[src/rtl/pcm_step_atten_pkg.sv]
package pcm_step_atten_pkg;

  localparam int LVL_W    = 8;
  localparam int N_LVL    = 1 << LVL_W;
  localparam int FRAC     = 24;
  localparam int COEF_W   = FRAC + 1;
  localparam logic [63:0] STEP_MUL = 64'd4054710588;   // -0.5 dB in Q0.32

  typedef logic [LVL_W-1:0]  lvl_t;
  typedef logic [COEF_W-1:0] coef_t;

  // Gain ladder: top entry is unity, each lower entry is 0.5 dB below, entry 0 is zero.
  function automatic logic [N_LVL*COEF_W-1:0] build_coefs();
    logic [63:0] acc;
    build_coefs = '0;
    acc = 64'd1 << FRAC;
    build_coefs[(N_LVL-1)*COEF_W +: COEF_W] = COEF_W'(acc);
    for (int k = N_LVL - 2; k >= 1; k--) begin
      acc = (acc * STEP_MUL + (64'd1 << 31)) >> 32;
      build_coefs[k*COEF_W +: COEF_W] = COEF_W'(acc);
    end
  endfunction

  localparam logic [N_LVL*COEF_W-1:0] COEF_TAB = build_coefs();

  function automatic coef_t coef_of(lvl_t lvl);
    return COEF_TAB[lvl*COEF_W +: COEF_W];
  endfunction

  function automatic lvl_t step_toward(lvl_t cur, lvl_t tgt);
    if (cur < tgt)      return cur + LVL_W'(1);
    else if (cur > tgt) return cur - LVL_W'(1);
    else                return cur;
  endfunction

endpackage

[src/rtl/att_level_ctl.sv]
module att_level_ctl
  import pcm_step_atten_pkg::*;
(
  input  logic clk,
  input  logic rst_n,
  input  logic in_vld,
  input  lvl_t code,
  input  logic smute,
  output lvl_t lvl
);

  lvl_t tgt;
  logic step_evt;

  assign tgt      = smute ? '0 : code;
  assign step_evt = in_vld;

  always_ff @(posedge clk) begin
    if (!rst_n)        lvl <= '0;
    else if (step_evt) lvl <= step_toward(lvl, tgt);
  end

  // never more than one code per strobe
  p_one_step_r3: assert property (@(posedge clk) disable iff (!rst_n)
    step_evt |=> (lvl == $past(lvl)) ||
                 ({1'b0, lvl} == {1'b0, $past(lvl)} + 9'd1) ||
                 ({1'b0, lvl} + 9'd1 == {1'b0, $past(lvl)}));

  // level frozen between strobes
  p_hold_idle_r3: assert property (@(posedge clk) disable iff (!rst_n)
    !step_evt |=> $stable(lvl));

  // soft mute pulls the level down each strobe
  p_mute_down_r5: assert property (@(posedge clk) disable iff (!rst_n)
    (step_evt && smute && lvl != '0) |=> (lvl == $past(lvl) - LVL_W'(1)));

endmodule

[src/rtl/att_scale.sv]
module att_scale
  import pcm_step_atten_pkg::*;
#(
  parameter int DATA_W = 24
) (
  input  logic                     clk,
  input  logic                     rst_n,
  input  logic                     in_vld,
  input  logic signed [DATA_W-1:0] x,
  input  lvl_t                     lvl,
  output logic signed [DATA_W-1:0] y
);

  localparam int PW = DATA_W + COEF_W + 1;
  localparam logic signed [PW-1:0] HALF = PW'(64'd1 << (FRAC - 1));
  localparam logic signed [PW-1:0] HI   = PW'((64'd1 << (DATA_W - 1)) - 64'd1);
  localparam logic signed [PW-1:0] LO   = -HI - PW'(1);

  function automatic logic signed [DATA_W-1:0] scale_round(logic signed [DATA_W-1:0] s, coef_t c);
    logic signed [PW-1:0] se, ce, prod, shr;
    se   = PW'(s);
    ce   = $signed({{(DATA_W+1){1'b0}}, c});
    prod = se * ce;
    shr  = (prod + HALF) >>> FRAC;
    if (shr > HI)      return HI[DATA_W-1:0];
    else if (shr < LO) return LO[DATA_W-1:0];
    else               return shr[DATA_W-1:0];
  endfunction

  function automatic logic [DATA_W:0] mag(logic signed [DATA_W-1:0] v);
    logic signed [DATA_W:0] e;
    e = DATA_W'(1) == 0 ? '0 : {v[DATA_W-1], v};
    return (e < 0) ? -e : e;
  endfunction

  coef_t                     coef;
  logic signed [DATA_W-1:0]  y_nxt;

  assign coef  = coef_of(lvl);
  assign y_nxt = scale_round(x, coef);

  always_ff @(posedge clk) begin
    if (!rst_n)      y <= '0;
    else if (in_vld) y <= y_nxt;
  end

  // attenuation never grows the magnitude
  p_no_growth_r4: assert property (@(posedge clk) disable iff (!rst_n)
    in_vld |=> (mag(y) <= mag($past(x))));

endmodule

[src/rtl/zero_watch.sv]
module zero_watch #(
  parameter int DATA_W   = 24,
  parameter int ZERO_RUN = 8192
) (
  input  logic              clk,
  input  logic              rst_n,
  input  logic              in_vld,
  input  logic [DATA_W-1:0] sample,
  input  logic              en,
  output logic              flag
);

  localparam int CNT_W = $clog2(ZERO_RUN + 1);

  logic [CNT_W-1:0] cnt;
  logic             run_done;
  logic             is_zero;

  assign is_zero  = (sample == '0);
  assign run_done = (cnt == CNT_W'(ZERO_RUN));
  assign flag     = en & run_done;

  always_ff @(posedge clk) begin
    if (!rst_n)             cnt <= '0;
    else if (in_vld) begin
      if (!is_zero)         cnt <= '0;
      else if (!run_done)   cnt <= cnt + CNT_W'(1);
    end
  end

  // a non-zero sample clears the flag on the next clock
  p_flag_drop_r8: assert property (@(posedge clk) disable iff (!rst_n)
    (in_vld && !is_zero) |=> !flag);

  // a run completes only on a zero-sample strobe
  p_run_rise_r7: assert property (@(posedge clk) disable iff (!rst_n)
    $rose(run_done) |-> ($past(in_vld) && $past(is_zero)));

endmodule

[src/rtl/pcm_step_atten.sv]
module pcm_step_atten
  import pcm_step_atten_pkg::*;
#(
  parameter int DATA_W   = 24,
  parameter int ZERO_RUN = 8192
) (
  input  logic                     clk,
  input  logic                     rst_n,
  input  logic                     in_vld,
  input  logic signed [DATA_W-1:0] in_l,
  input  logic signed [DATA_W-1:0] in_r,
  input  logic [LVL_W-1:0]         att_l,
  input  logic [LVL_W-1:0]         att_r,
  input  logic                     smute,
  input  logic                     zdet_en,
  output logic                     out_vld,
  output logic signed [DATA_W-1:0] out_l,
  output logic signed [DATA_W-1:0] out_r,
  output logic                     zflag_l,
  output logic                     zflag_r
);

  localparam int N_CH = 2;

  logic signed [DATA_W-1:0] ch_in  [N_CH];
  logic signed [DATA_W-1:0] ch_out [N_CH];
  lvl_t                     ch_code[N_CH];
  lvl_t                     ch_lvl [N_CH];
  logic                     ch_flag[N_CH];

  assign ch_in[0]   = in_l;
  assign ch_in[1]   = in_r;
  assign ch_code[0] = att_l;
  assign ch_code[1] = att_r;

  for (genvar c = 0; c < N_CH; c++) begin : g_ch
    att_level_ctl u_lvl (
      .clk   (clk),
      .rst_n (rst_n),
      .in_vld(in_vld),
      .code  (ch_code[c]),
      .smute (smute),
      .lvl   (ch_lvl[c])
    );

    att_scale #(.DATA_W(DATA_W)) u_scale (
      .clk   (clk),
      .rst_n (rst_n),
      .in_vld(in_vld),
      .x     (ch_in[c]),
      .lvl   (ch_lvl[c]),
      .y     (ch_out[c])
    );

    zero_watch #(.DATA_W(DATA_W), .ZERO_RUN(ZERO_RUN)) u_zero (
      .clk   (clk),
      .rst_n (rst_n),
      .in_vld(in_vld),
      .sample(ch_in[c]),
      .en    (zdet_en),
      .flag  (ch_flag[c])
    );
  end

  always_ff @(posedge clk) begin
    if (!rst_n) out_vld <= 1'b0;
    else        out_vld <= in_vld;
  end

  assign out_l   = ch_out[0];
  assign out_r   = ch_out[1];
  assign zflag_l = ch_flag[0];
  assign zflag_r = ch_flag[1];

  // output strobe follows the input strobe by one clock
  p_strobe_lag_r4: assert property (@(posedge clk) disable iff (!rst_n)
    in_vld |=> out_vld);

endmodule

[config.mk]
export PLATFORM = sky130hd
export DESIGN_NAME = pcm_step_atten
export DESIGN_NICKNAME = d
export VERILOG_FILES = /design/src/rtl/pcm_step_atten_pkg.sv /design/src/rtl/att_level_ctl.sv /design/src/rtl/att_scale.sv /design/src/rtl/zero_watch.sv /design/src/rtl/pcm_step_atten.sv
export SDC_FILE = /design/constraint.sdc
export NUM_CORES = 2
export LEC_CHECK = 0
export CORE_ASPECT_RATIO = 0.7
export CORE_MARGIN = 2
export CORE_UTILIZATION = 62
export CTS_CLUSTER_SIZE = 12
export DETAILED_ROUTE_END_ITERATION = 8
export DONT_BUFFER_PORTS = 1
export PLACE_DENSITY = 0.78
export SKIP_CTS_REPAIR_TIMING = 1
export SLEW_MARGIN = 20
export SYNTH_ARGS = -nofsm -noshare
export SYNTH_HDL_FRONTEND = slang
export SYNTH_SLANG_ARGS = --single-unit
[constraint.sdc]
create_clock -name clk -period 24.5 [get_ports clk]
set_input_delay 1.225 -clock clk [delete_from_list [all_inputs] [get_ports clk]]
set_output_delay 1.225 -clock clk [all_outputs]
set_load 0.005 [all_outputs]
==> flow_summary_export.csv <==
group,metric,value,unit
worst_setup_path,worstSetupPathType,"flip-flop to flip-flop",
cts,cts_buffers,9,
logic_synthesis,synth_warnings,0,
sta,hold_viol,0,
hold_path,holdCritStartpoint,"g_ch[1].u_scale.y[23]",
cts,clk_latency,0.39,ns
final_layout,multiInputGateArea,0.0459,mm²
logic_synthesis,synth_area_per_cell,7.85,µm²
floorplanning,dieArea,0.0902,mm²
cts,h-tree-depth,3,
logic_synthesis,ys_top_cells_by_area,"fa_1 37%, ha_1 11%, inv_1 9.0%, nand2_1 7.3%, and2_1 4.3%",
hold_path,min_to,"g_ch[1].u_scale.y[23]",
logic_synthesis,synth-seq-area-share,3.42,%
floorplanning,io_pins,120,
logic_synthesis,async_reset_ff_share,0,%
logic_synthesis,synth_top_area_share,37.1,%
routing,vias,50100,
placement,port_buffers,0,
final_layout,num-fill-cells,7548,
cts,clk_pin_slew,0.09,ns
sta,setup_viol,0,
global_route,grtUsageTotal,45.5,%
worst_setup_path,startpoint,"g_ch[1].u_lvl.lvl[0]",
global_route,antenna_found_initial,17,
floorplanning,rows,90,
logic_synthesis,syn_inst,6936,
sta,rsz0062_at_grt,"no",
floorplanning,die_h,252,µm
logic_synthesis,synthesis.nets,8478,
logic_synthesis,synth_most_common_cell,"inv_1",
worst_setup_path,cp.arrival,13.23,ns
placement,hpwl,152,mm
worst_setup_path,worstPathMaxFanout,35,
sta,whs,0.512,ns
sta,finalCritPeriodShare,52.8,%
worst_setup_path,r2r_slack,11.57,ns
worst_setup_path,worst_setup_path_start_kind,"flip-flop",
sta,drv_slew,0,
routing,wirelength,202,mm
cts,cts_root_buf,"clkbuf_16",
hold_path,hold_depth,2,
worst_setup_path,path_common_cell,"fa_1",
routing,dr.pass1.iters,8,
placement,routabilityCongestion,1.11,
worst_setup_path,r2r-start,"g_ch[1].u_lvl.lvl[0]",
cts,clockBufferDepth,2,
sta,worstMarginPinSlew,1.29,ns
floorplanning,coreArea,0.0866,mm²
worst_setup_path,crit_required,24.80,ns
hold_path,hp-class,"flip-flop to flip-flop",
global_route,grt_pass1_wl,310,mm
global_route,grt_overflow,0,
sta,clock.fmax,77.3,MHz
logic_synthesis,syn_area,0.0545,mm²
worst_setup_path,max_stage_delay,0.99,ns
logic_synthesis,netlist_top_cells_count,"1307 x inv_1, 1060 x nand2_1, 1008 x fa_1",
floorplanning,start_util,62.9,%
sta,setup-tns-final,0,ns
logic_synthesis,synth_cell_type_count,107,
routing,wl_per_cell,26.1,µm
floorplanning,die_w,358,µm
flow_run,cap_violations,0,
sta,min_period,12.93,ns
logic_synthesis,synth-edff-count,0,
routing,first_iter_violations,7288,
global_route,grt_max_degree,92,
run_status,status,"completed",
cts,cts.sinks,93,
final_layout,area_delta_synth_final,1.45,%
routing,drc,0,
routing,routed_via_density,6.48,
logic_synthesis,ys.flop_type,"dfxtp_1",
final_layout,fin_cells,7728,
logic_synthesis,yosys.area.top_type,"fa_1",
sta,slew_headroom,13.7,%
logic_synthesis,synth-seq-cells,93,
final_layout,seqCellArea,0.00189,mm²
routing,ant_nets,0,
worst_setup_path,regToRegEndpoint,"g_ch[1].u_scale.y[19]",
sta,fin_worst_skew,0.0219,ns
worst_setup_path,r2r_cells,34,
worst_setup_path,slowest_stage,"xnor2_1",
placement,dp_cells,7704,
worst_setup_path,cp-end-kind,"flip-flop",
final_layout,drive_above_1_share,3.85,%
final_layout,layout.nets,8107,
cts,cts_tree,"built",
global_route,grt_pass1_vias,50600,
## placed cells by master (no fill, tap or decap), types with 27 or more instances in the layout
cell / count
inv_1: 1305
nand2_1: 1060
fa_1: 1008
ha_1: 465
and2_1: 372
a21oi_1: 333
nor2_1: 288
o21ai_0: 288
buf_4: 101
nand3_1: 88
dfxtp_1: 82
a21o_1: 81
nand2b_1: 71
nor2b_1: 62
a31oi_1: 61
nor3_1: 59
and3_1: 58
a211oi_1: 53
xnor2_1: 47
nand4_1: 44
o211ai_1: 39
xor2_1: 39
o311ai_0: 30
a311oi_1: 28
o21bai_1: 27
## layer usage
metal | wire length (µm) | up-vias | global-route usage (%) | share of wire, %
li1 | - | 21200 | - | -
met4 | 6990 | 16 | 13.4 | 3.5
met1 | 81100 | 24400 | 65.3 | 40
met2 | 76700 | 3905 | 59.5 | 38
met5 | 111 | - | 0.108 | 0.055
met3 | 37100 | 593 | 22.6 | 18
## through the flow
stage	instance area [µm²]	util [%]	setup WS, ns
global route	55200	63.8	11.37
CTS	55200	63.8	12.24
finish	55200	63.8	11.57
global placement	54900	63.4	12.12
detailed placement	54900	63.4	12.31
floorplan	54500	-	14.49
## sequential cells by signal (all words and copies together) (netlist names)
register / flops
g_ch.u_lvl.lvl: 16
g_ch.u_scale.y: 48
g_ch.u_zero.cnt: 28
out_vld: 1
## area by class of cell
cell class / instances / share of cell area [%]
timing repair buffer: 101 / 1.37
inverter: 1316 / 8.94
clock inverter: 7 / 0.131
tap: 1150 / 2.60
sequential: 93 / 3.42
antenna: 8 / 0.0362
multi-input combinational: 5044 / 83.1
clock buffer: 9 / 0.408
## cell families (layout without fill, tap and decap cells)
kind of cell             after synthesis  in the layout  share of synthesized area, %
AND/OR/NAND/NOR                     2228           2228                          19.2
flip-flops                            93             93                          3.42
AO/OA/AOI/OAI                       1218           1218                          14.4
adder cells (fa/ha/maj)             1474           1474                          47.8
multiplexers                          37             37                         0.986
XOR/XNOR                              87             87                          1.41
buffers and inverters               1799           1433                          12.8
other                                  0              8                             0
## worst max path at each step
stage | endpoint | slack, ns | depth (start not counted)
2_1_floorplan | g_ch[1].u_scale.y[18] | 14.49 | 41
3_3_place_gp | g_ch[1].u_scale.y[17] | 12.12 | 33
6_report | g_ch[1].u_scale.y[19] | 11.57 | 34
5_1_grt | g_ch[1].u_scale.y[13] | 11.37 | 34
3_5_place_dp | g_ch[1].u_scale.y[19] | 12.31 | 36
4_1_cts | g_ch[1].u_scale.y[19] | 12.24 | 36
## worst max-delay path, delay by kind of cell, from the launching register on
kind                       cells  cell delay, ns
adders and majority gates      9            4.68
AOI/OAI and AO/OA             11            3.12
and+or+nand+nor                6            1.70
buffers and inverters          6            1.46
xor gates and xnor gates       1            0.99
muxes                          1            0.53
DFF                            1            0.31
Power is left out: the tool's default activity adds up to more than one toggle a clock period on the data nets, which glitch-free logic cannot reach.
